===== src/rtl/pc7_pkg.sv =====
`timescale 1ns/1ps
package pc7_pkg;

  localparam int SEG_N = 7;

  typedef logic [SEG_N-1:0] seg_t;

  // Active-high segment code for one decimal digit; bit 0 = a ... bit 6 = g.
  function automatic seg_t digit_to_seg(input logic [3:0] d);
    seg_t s;
    case (d)
      4'd0:    s = 7'b011_1111;
      4'd1:    s = 7'b000_0110;
      4'd2:    s = 7'b101_1011;
      4'd3:    s = 7'b100_1111;
      4'd4:    s = 7'b110_0110;
      4'd5:    s = 7'b110_1101;
      4'd6:    s = 7'b111_1101;
      4'd7:    s = 7'b000_0111;
      4'd8:    s = 7'b111_1111;
      4'd9:    s = 7'b110_1111;
      default: s = 7'b000_0000;
    endcase
    return s;
  endfunction

endpackage


===== src/rtl/pc7_counter.sv =====
`timescale 1ns/1ps
module pc7_counter #(
  parameter int MODULUS = 10,
  localparam int CNT_W = $clog2(MODULUS)
) (
  input  logic             clk,
  input  logic             rst,
  input  logic             hold,
  output logic [CNT_W-1:0] digit,
  output logic             carry_n
);

  localparam logic [CNT_W-1:0] LAST = CNT_W'(MODULUS - 1);

  logic [CNT_W-1:0] digit_q;
  logic             carry_n_q;
  logic             at_last;

  assign at_last = (digit_q == LAST);

  always_ff @(posedge clk) begin
    if (rst) begin
      digit_q   <= '0;
      carry_n_q <= 1'b1;
    end else if (hold) begin
      carry_n_q <= 1'b1;
    end else begin
      digit_q   <= at_last ? '0 : digit_q + 1'b1;
      carry_n_q <= ~at_last;
    end
  end

  assign digit   = digit_q;
  assign carry_n = carry_n_q;

endmodule


===== src/rtl/pc7_seg_decode.sv =====
`timescale 1ns/1ps
module pc7_seg_decode
  import pc7_pkg::*;
#(
  parameter int  DIGIT_W      = 4,
  parameter bit  COMMON_ANODE = 1'b0
) (
  input  logic [DIGIT_W-1:0] digit,
  output seg_t               seg
);

  seg_t raw;

  assign raw = digit_to_seg(4'(digit));

  generate
    if (COMMON_ANODE) begin : g_low
      assign seg = ~raw;
    end else begin : g_high
      assign seg = raw;
    end
  endgenerate

endmodule


===== src/rtl/pc7_blanker.sv =====
`timescale 1ns/1ps
module pc7_blanker
  import pc7_pkg::*;
#(
  parameter bit COMMON_ANODE = 1'b0
) (
  input  logic en,
  input  seg_t seg_in,
  output seg_t seg_out
);

  localparam seg_t DARK = COMMON_ANODE ? {SEG_N{1'b1}} : {SEG_N{1'b0}};

  assign seg_out = en ? seg_in : DARK;

endmodule


===== src/rtl/pulse_counter_7seg.sv =====
`timescale 1ns/1ps
module pulse_counter_7seg
  import pc7_pkg::*;
#(
  parameter int MODULUS = 10,
  localparam int CNT_W = $clog2(MODULUS)
) (
  input  logic       clk,
  input  logic       rst,
  input  logic       disp_en_i,
  input  logic       inhibit_i,
  output logic [6:0] seg_o,
  output logic       seg_c_raw_o,
  output logic       carry_n_o,
  output logic       disp_en_o
);

  localparam int SEG_C = 2;

  logic [CNT_W-1:0] cnt_q;
  seg_t             seg_raw;

  pc7_counter #(.MODULUS(MODULUS)) u_cnt (
    .clk     (clk),
    .rst     (rst),
    .hold    (inhibit_i),
    .digit   (cnt_q),
    .carry_n (carry_n_o)
  );

  pc7_seg_decode #(.DIGIT_W(CNT_W), .COMMON_ANODE(1'b0)) u_dec (
    .digit (cnt_q),
    .seg   (seg_raw)
  );

  pc7_blanker #(.COMMON_ANODE(1'b0)) u_blank (
    .en      (disp_en_i),
    .seg_in  (seg_raw),
    .seg_out (seg_o)
  );

  assign seg_c_raw_o = seg_raw[SEG_C];
  assign disp_en_o   = disp_en_i;

endmodule


===== config.mk =====
export PLATFORM = sky130hd
export DESIGN_NAME = pulse_counter_7seg
export DESIGN_NICKNAME = d
export VERILOG_FILES = /design/src/rtl/pc7_pkg.sv /design/src/rtl/pc7_counter.sv /design/src/rtl/pc7_seg_decode.sv /design/src/rtl/pc7_blanker.sv /design/src/rtl/pulse_counter_7seg.sv
export SDC_FILE = /design/constraint.sdc
export NUM_CORES = 1
export LEC_CHECK = 0
export BUFFER_PORTS_ARGS = -buffer_cell sky130_fd_sc_hd__buf_4
export CAP_MARGIN = 20
export CORE_AREA = 5 5 42 44
export DETAILED_ROUTE_END_ITERATION = 8
export DIE_AREA = 0 0 47 49
export PLACE_DENSITY = 0.65
export SETUP_SLACK_MARGIN = 0.3
export SKIP_LAST_GASP = 1
export SLEW_MARGIN = 30
export SYNTH_ARGS = -nofsm -noshare
export SYNTH_HDL_FRONTEND = slang
export SYNTH_HIERARCHICAL = 1
export SYNTH_SLANG_ARGS = --single-unit

===== constraint.sdc =====
create_clock -name clk -period 3.4 [get_ports clk]
set_input_delay 0.51 -clock clk [delete_from_list [all_inputs] [get_ports clk]]
set_output_delay 0.51 -clock clk [all_outputs]
set_load 0.005 [all_outputs]

==> flow_summary.json, run 1 <==
{
  "clk-insertion-delay-late_ns": 0.24,
  "ys_warn_count": 6,
  "fin_setup_tns_ns": 0,
  "cap_viol_max_count": 0,
  "static-leakage-power_nw": 0.260,
  "fin_nets": 83,
  "drc": 0,
  "slowest_stage": "dfxtp_1",
  "dpl.hpwl_um": 702,
  "worstSetupPathType": "flip-flop to output port",
  "synth_area_leaders": "dfxtp_1, ha_1, and2_1, o22ai_1, nand2b_4",
  "cts_buffers": 3,
  "wire_per_inst_um": 10.8,
  "fillCellCount": 158,
  "yosysUniqueCellTypes": 24,
  "hold_class": "input pin to flip-flop",
  "dr.pass1.iters": 3,
  "h-tree-depth": 1,
  "start_util": 0.345,
  "fp.dieH_um": 49,
  "postCtsSetupBuffers": 0,
  "syn_nets": 68,
  "ys_ff_latch": 5,
  "finish.utilization": 0.426,
  "required_ns": 2.89,
  "crit_chain": "inv_2 > ha_1 > nor2_1 > a21oi_1 > o22ai_1 > and2_1 > buf_4",
  "critPathTopFamily": "flip-flops",
  "antenna_found_initial": 0,
  "max_stage_delay_ns": 0.58,
  "path_clk_slew_ns": 0.04,
  "grt_pass1_wl_um": 1500,
  "clock_tree.buffer_depth": 2,
  "status": "completed",
  "diodes": 0,
  "drive_above_1_share": 0.292,
  "max_freq_mhz": 451,
  "detailedPlace.worstSlack_ns": 1.44,
  "critPathBufInv": 2,
  "ioPinCount": 14,
  "netlist_area_um2": 483,
  "wl_um": 946,
  "cp-start-kind": "flip-flop",
  "cts_sinks": 5,
  "hold_viol_final": 0,
  "postRouteAntennaNets": 0,
  "setup_viol": 0,
  "vias_per_cell": 4.77,
  "layout_setup_ws_ns": 1.19,
  "yosys.area.top_type_share": 0.207,
  "power_density_nw_per_um2": 313,
  "fin_skew_ns": 0.00271,
  "grt_max_degree": 14,
  "crit_fanout": 13,
  "cts_resized": 0,
  "vias": 420,
  "core_area_um2": 1400,
  "die_w_um": 47,
  "cp_data_arrival_time_ns": 1.70,
  "hold_buffers": 0,
  "post-route-period-util": 0.651,
  "end_kind": "output port",
  "port_buffers": 13,
  "dr.first_iter.drc_count": 6,
  "dieArea_um2": 2300,
  "syn_area_per_cell_um2": 8.33,
  "tightest_slew_ns": 0.476,
  "areaGrowthSynthToFinish_pct": 23.6,
  "cts_tree": "done",
  "synth_area_leader_cell": "dfxtp_1",
  "grt_overflow": 0,
  "vdd_drop_max_mv": 0.209,
  "rsz0062_at_grt": "no",
  "cts_root_buf": "clkbuf_4",
  "slew_headroom": 0.682,
  "groute.usage.overall": 0.0881,
  "gp_congestion": 0.831,
  "period_needed_ns": 2.21,
  "row_count": 14,
  "yosysSeqAreaShare": 0.207,
  "synthCells": 58,
  "slew_violations": 0,
  "first_global_vias": 396
}
path summary, 6_finish.rpt:
kind / end / cells after the start / slack, ns / from
min: u_cnt/digit[1] / 2 / 0.46 / rst
max: seg_o[0] / 7 / 1.19 / u_cnt/digit[1]
max reg2reg: u_cnt/digit[3] / 3 / 2.04 / u_cnt/digit[2]
min reg2reg: u_cnt/carry_n / 3 / 0.63 / u_cnt/digit[0]
placed cells by master, fill, tap and decap left out:
cell type  Yosys  routed
a21o_2         1       1
a21oi_1        2       2
a21oi_2        1       1
and2_1         7       7
buf_4          1      13
clkbuf_1       0       1
clkbuf_4       0       3
dfxtp_1        5       5
ha_1           6       6
inv_1          5       5
inv_2          1       1
mux2i_1        1       1
nand2_1        2       2
nand2b_4       2       2
nand3b_1       1       1
nor2_1         3       3
nor2b_1        2       2
nor3_1         1       1
nor4bb_1       1       1
o21ai_0        4       4
o22ai_1        5       5
o31a_1         1       1
or3_1          1       1
xnor2_1        1       1
xor2_1         2       2
Yosys cell counts:
cell,instances
buf_4,1
nand2b_4,2
or3_1,1
nor2_1,3
o22ai_1,5
a21oi_1,2
o31a_1,1
nor4bb_1,1
nand3b_1,1
nor2b_1,2
dfxtp_1,5
inv_1,5
o21ai_0,4
mux2i_1,1
nand2_1,2
ha_1,6
nor3_1,1
a21oi_2,1
xor2_1,2
and2_1,7
buf_6,2
xnor2_1,1
a21o_2,1
inv_2,1
layer usage:
layer / track usage / part of all wire / vias to the layer above
li1: - / - / 222
met1: 0.0991 / 0.45 / 181
met2: 0.145 / 0.43 / 15
met3: 0.0111 / 0.094 / 2
met4: 0.0599 / 0.020 / 0
met5: 0 / 0 / -
sequential cells by signal, indices dropped and copies added (netlist names):
| register | cells |
|---|---|
| u_cnt/carry_n | 1 |
| u_cnt/digit | 4 |
worst register-to-register path, delay by kind of cell, from the launching register on:
family | cells | cell delay (ns)
AO/OA/AOI/OAI | 2 | 0.29
flip-flops | 1 | 0.61
AND/OR/NAND/NOR | 1 | 0.39
final cells by class:
cell class / count / area [µm²] / share of cell area
multi-input combinational: 44 / 330 / 0.553
tap: 16 / 20.0 / 0.0335
inverter: 6 / 22.5 / 0.0377
timing repair buffer: 13 / 97.6 / 0.164
sequential: 5 / 100 / 0.168
clock buffer: 4 / 26.3 / 0.0440
metrics by stage:
step / hold WS [ns] / total power [mW] / instances / instance area, µm²
final: 0.463 / 0.187 / 88 / 597
after global routing: 0.452 / 0.203 / 88 / 597
after CTS: 0.454 / 0.191 / 88 / 597
after detailed placement: 0.623 / 0.120 / 84 / 571
after global placement: 0.600 / 0.119 / 84 / 571
after floorplan: 0.477 / 0.0986 / 58 / 483
where the power goes:
part	internal (mW)	switching [mW]	total, mW
Clock	0.0443	0.0237	0.0681
Combinational	0.0294	0.0212	0.0506
Sequential	0.0612	0.00695	0.0682
logic make-up (layout without fill, tap and decap cells):
logic type | Yosys count | in the layout | synth area share
xor+xnor | 3 | 3 | 0.0544
simple gates | 20 | 20 | 0.272
buf+inv | 9 | 23 | 0.109
compound gates | 14 | 14 | 0.181
flops | 5 | 5 | 0.207
fa+ha+maj | 6 | 6 | 0.155
mux | 1 | 1 | 0.0207
(Power assumes the default switching activity.)
==> inputs of run 2 (changes only) <==
Clock period 3.4 ns to 2.3 ns, I/O delays scaled along.
==> flow_summary.json, run 2 (synthesized netlist as in run 1, its figures left out) <==
{
  "fin_nets": 83,
  "path_clk_slew_ns": 0.04,
  "dr.pass1.iters": 4,
  "port_buffers": 13,
  "vias_per_cell": 4.82,
  "status": "completed",
  "grt_max_degree": 14,
  "cts_root_buf": "clkbuf_4",
  "power_density_nw_per_um2": 459,
  "largest_reg_flops": 4,
  "total_power_mw": 0.276,
  "ioPinCount": 14,
  "dpl.hpwl_um": 702,
  "die_w_um": 47,
  "antenna_found_initial": 0,
  "final_common_cell": "buf_4",
  "clock_tree.buffer_depth": 2,
  "worstSetupPathType": "flip-flop to output port",
  "rsz0062_at_grt": "no",
  "timing.rr.start": "u_cnt/digit[2]",
  "end_kind": "output port",
  "fin_skew_ns": 0.00306,
  "drive_above_1_share": 0.319,
  "setup_viol": 0,
  "cts_sinks": 5,
  "wl_um": 938,
  "tightest_slew_ns": 0.475,
  "required_ns": 1.96,
  "postCtsSetupBuffers": 0,
  "first_global_vias": 396,
  "core_area_um2": 1400,
  "wire_per_inst_um": 10.7,
  "diodes": 0,
  "h-tree-depth": 1,
  "vdd_drop_max_mv": 0.309,
  "clk-insertion-delay-late_ns": 0.24,
  "max_freq_mhz": 537,
  "period_needed_ns": 1.86,
  "post-route-period-util": 0.810,
  "groute.usage.overall": 0.0881,
  "postRouteAntennaNets": 0,
  "fp.dieH_um": 49,
  "drc": 0,
  "grt_pass1_wl_um": 1500,
  "slew_violations": 0,
  "dieArea_um2": 2300,
  "rr_endpoint": "u_cnt/digit[3]",
  "slew_headroom": 0.683,
  "endpoint": "seg_o[5]",
  "layout_setup_ws_ns": 0.437,
  "layout_common_cells": "buf_4, and2_1, ha_1",
  "fin_setup_tns_ns": 0,
  "start_util": 0.345,
  "cap_viol_max_count": 0,
  "cp-start-kind": "flip-flop",
  "cts_buffers": 3,
  "cp_data_arrival_time_ns": 1.52,
  "grt_overflow": 0,
  "reg2reg_depth": 3,
  "cts_tree": "done",
  "vias": 424,
  "static-leakage-power_nw": 0.261,
  "dr.first_iter.drc_count": 4,
  "hold_buffers": 0,
  "critPathLaunch": "u_cnt/digit[0]",
  "detailedPlace.worstSlack_ns": 0.509,
  "crit_fanout": 7,
  "gp_congestion": 0.831,
  "areaGrowthSynthToFinish_pct": 24.6,
  "hold_viol_final": 0,
  "r2r_slack_ns": 0.97,
  "hold_class": "input pin to flip-flop",
  "row_count": 14
}
[run 2: critical path, stage by stage, from the launching register on]
cell	delay, ns
dfxtp_2	0.41
inv_1	0.12
ha_1	0.23
mux2i_1	0.14
o22ai_1	0.09
and2_1	0.17
buf_4	0.13
[run 2: routing by layer]
layer,up-vias,track usage,share of wire
met3,2,0.0111,0.10
met5,-,0,0
met4,0,0.0599,0.020
met1,177,0.0991,0.44
met2,23,0.145,0.43
li1,222,-,-
[run 2: report_power, final]
part | internal, mW | leakage, nW | switching [mW]
clock | 0.0655 | 0.0150 | 0.0348
sequential | 0.0908 | 0.0417 | 0.00999
combinational | 0.0435 | 0.204 | 0.0314
[run 2: cell type report]
| class | instances | area, µm² |
|---|---|---|
| Clock buffer | 4 | 26.3 |
| Fill cell | 157 | 800 |
| Inverter | 6 | 22.5 |
| Multi-Input combinational cell | 44 | 330 |
| Sequential cell | 5 | 105 |
| Tap cell | 16 | 20.0 |
| Timing Repair Buffer | 13 | 97.6 |
[run 2: repair_timing]
action                                  CTS  global route
gates resized for setup                   2             1
endpoints found under the setup margin    5             2
cloned                                    0             0
[run 2: how the worst min path moves through the flow]
stage	cells past startpoint	end	slack [ns]	startpoint
2_1_floorplan	1	u_cnt/digit[1]	0.41	rst
6_report	2	u_cnt/digit[1]	0.29	rst
4_1_cts	2	u_cnt/digit[1]	0.28	rst
3_5_place_dp	2	u_cnt/digit[1]	0.55	rst
3_3_place_gp	2	u_cnt/digit[1]	0.54	rst
5_1_grt	2	u_cnt/digit[1]	0.28	rst
[run 2: through the flow]
step	util	area, µm²	hold slack, ns	std cells
floorplan	-	483	0.407	58
global route	0.429	602	0.278	88
finish	0.429	602	0.290	88
CTS	0.428	599	0.281	88
detailed placement	0.407	571	0.547	84
global placement	0.407	571	0.542	84
==> inputs of run 3 (changes only) <==
Clock period 2.3 ns to 2 ns, I/O delays scaled along.
==> flow_summary.json, run 3 (synthesized netlist as in run 1, its figures left out) <==
{
  "status": "completed",
  "largest_reg_flops": 4,
  "clock_tree.buffer_depth": 2,
  "slew_headroom": 0.823,
  "fp.dieH_um": 49,
  "port_buffers": 13,
  "h-tree-depth": 1,
  "cts_sinks": 5,
  "wire_per_inst_um": 10.8,
  "dr.first_iter.drc_count": 1,
  "dieArea_um2": 2300,
  "path_clk_slew_ns": 0.04,
  "layout_common_cells": "buf_4, and2_1, o22ai_1",
  "crit_fanout": 4,
  "timing.rr.start": "u_cnt/digit[2]",
  "reg2reg_depth": 3,
  "start_util": 0.345,
  "min_from": "rst",
  "grt_pass1_wl_um": 1560,
  "drc": 0,
  "diodes": 0,
  "cap_viol_max_count": 0,
  "slew_violations": 0,
  "hold_class": "input pin to flip-flop",
  "cts_buffers": 3,
  "fin_nets": 86,
  "required_ns": 1.70,
  "tightest_slew_ns": 0.262,
  "areaGrowthSynthToFinish_pct": 36.8,
  "dpl.hpwl_um": 697,
  "die_w_um": 47,
  "cp_data_arrival_time_ns": 1.37,
  "cts_tree": "done",
  "end_kind": "output port",
  "instances_no_fill": 91,
  "antenna_found_initial": 0,
  "fillCellCount": 158,
  "clk-insertion-delay-late_ns": 0.24,
  "ioPinCount": 14,
  "cts_root_buf": "clkbuf_4",
  "hold_viol_final": 0,
  "grt_max_degree": 14,
  "worstSetupPathType": "flip-flop to output port",
  "period_needed_ns": 1.67,
  "fin_setup_tns_ns": 0,
  "final_common_cell": "buf_4",
  "gp_congestion": 0.784,
  "first_global_vias": 398,
  "drive_above_1_share": 0.467,
  "vias": 434,
  "hold_buffers": 0,
  "fin_skew_ns": 0.000752,
  "setup_viol": 0,
  "dr.pass1.iters": 3,
  "cp-start-kind": "flip-flop",
  "groute.usage.overall": 0.0931,
  "hold_end": "u_cnt/digit[1]",
  "multiInputGateArea_um2": 357,
  "grt_overflow": 0,
  "rr_endpoint": "u_cnt/digit[3]",
  "postRouteAntennaNets": 0,
  "place_inst": 85,
  "rsz0062_at_grt": "yes",
  "seq_area_um2": 110,
  "power_density_nw_per_um2": 504,
  "max_freq_mhz": 600,
  "r2r_slack_ns": 0.84,
  "wl_um": 984,
  "row_count": 14,
  "static-leakage-power_nw": 0.275,
  "worstHoldPathCells": 2,
  "vias_per_cell": 4.77,
  "vdd_drop_max_mv": 0.276,
  "core_area_um2": 1400,
  "post-route-period-util": 0.834
}
-- run 3: cell types whose count changed in the layout (fill, tap and decap cells not counted), moves of 2 or more --
cell	delta
dfxtp_1	-2
buf_4	+3
ha_1	-4
inv_4	+2
ha_2	+3
-- run 3: what timing repair did --
item	in CTS	in global routing
pin swaps	2	4
endpoints found under the setup margin	8	6
setup buffers	2	0
gates resized for setup	8	9
-- run 3: worst max path at each step --
stage / from / to / slack [ns] / cells after the start
after floorplan: u_cnt/digit[1] / seg_o[2] / 0.50 / 4
after global placement: u_cnt/digit[1] / seg_o[5] / 0.25 / 6
after detailed placement: u_cnt/digit[1] / seg_o[5] / 0.21 / 6
after CTS: u_cnt/digit[1] / seg_o[5] / 0.30 / 6
after global routing: u_cnt/digit[0] / seg_o[2] / 0.25 / 6
final: u_cnt/digit[0] / seg_o[2] / 0.33 / 6
-- run 3: per-layer routing --
metal / track usage / part of all wire / vias up / routed length (µm)
met5: 0 / 0 / - / 0
li1: - / - / 226 / -
met1: 0.110 / 0.44 / 193 / 431
met4: 0.0691 / 0.0081 / 0 / 8
met2: 0.136 / 0.46 / 13 / 448
met3: 0.0258 / 0.097 / 2 / 95
-- run 3: worst max-delay path: stages, from the launching register on --
cell and delay, ns:
dfxtp_4 0.36, inv_4 0.07, ha_2 0.16, inv_1 0.03, o31a_1 0.24, and2_1 0.15
buf_4 0.13
-- run 3: area by class of cell --
cell class | count | share of cell area
clock buffer | 4 | 0.0398
inverter | 6 | 0.0417
multi-input combinational | 44 | 0.540
sequential | 5 | 0.167
tap | 16 | 0.0303
timing repair buffer | 16 | 0.182
-- run 3: per-stage QoR --
step / power [mW] / hold slack (ns) / worst slack [ns] / instance area (µm²) / utilization
finish: 0.333 / 0.249 / 0.332 / 661 / 0.471
floorplan: 0.168 / 0.362 / 0.497 / 483 / -
global route: 0.362 / 0.229 / 0.251 / 661 / 0.471
CTS: 0.335 / 0.239 / 0.299 / 633 / 0.452
detailed placement: 0.207 / 0.504 / 0.214 / 578 / 0.413
global placement: 0.205 / 0.500 / 0.246 / 578 / 0.413
-- run 3: report_power, final --
part           internal (mW)  leakage, nW  switching, mW
Sequential             0.104       0.0431        0.00735
Clock                 0.0754       0.0150         0.0405
Combinational         0.0582        0.217         0.0471
Total                  0.238        0.275         0.0950
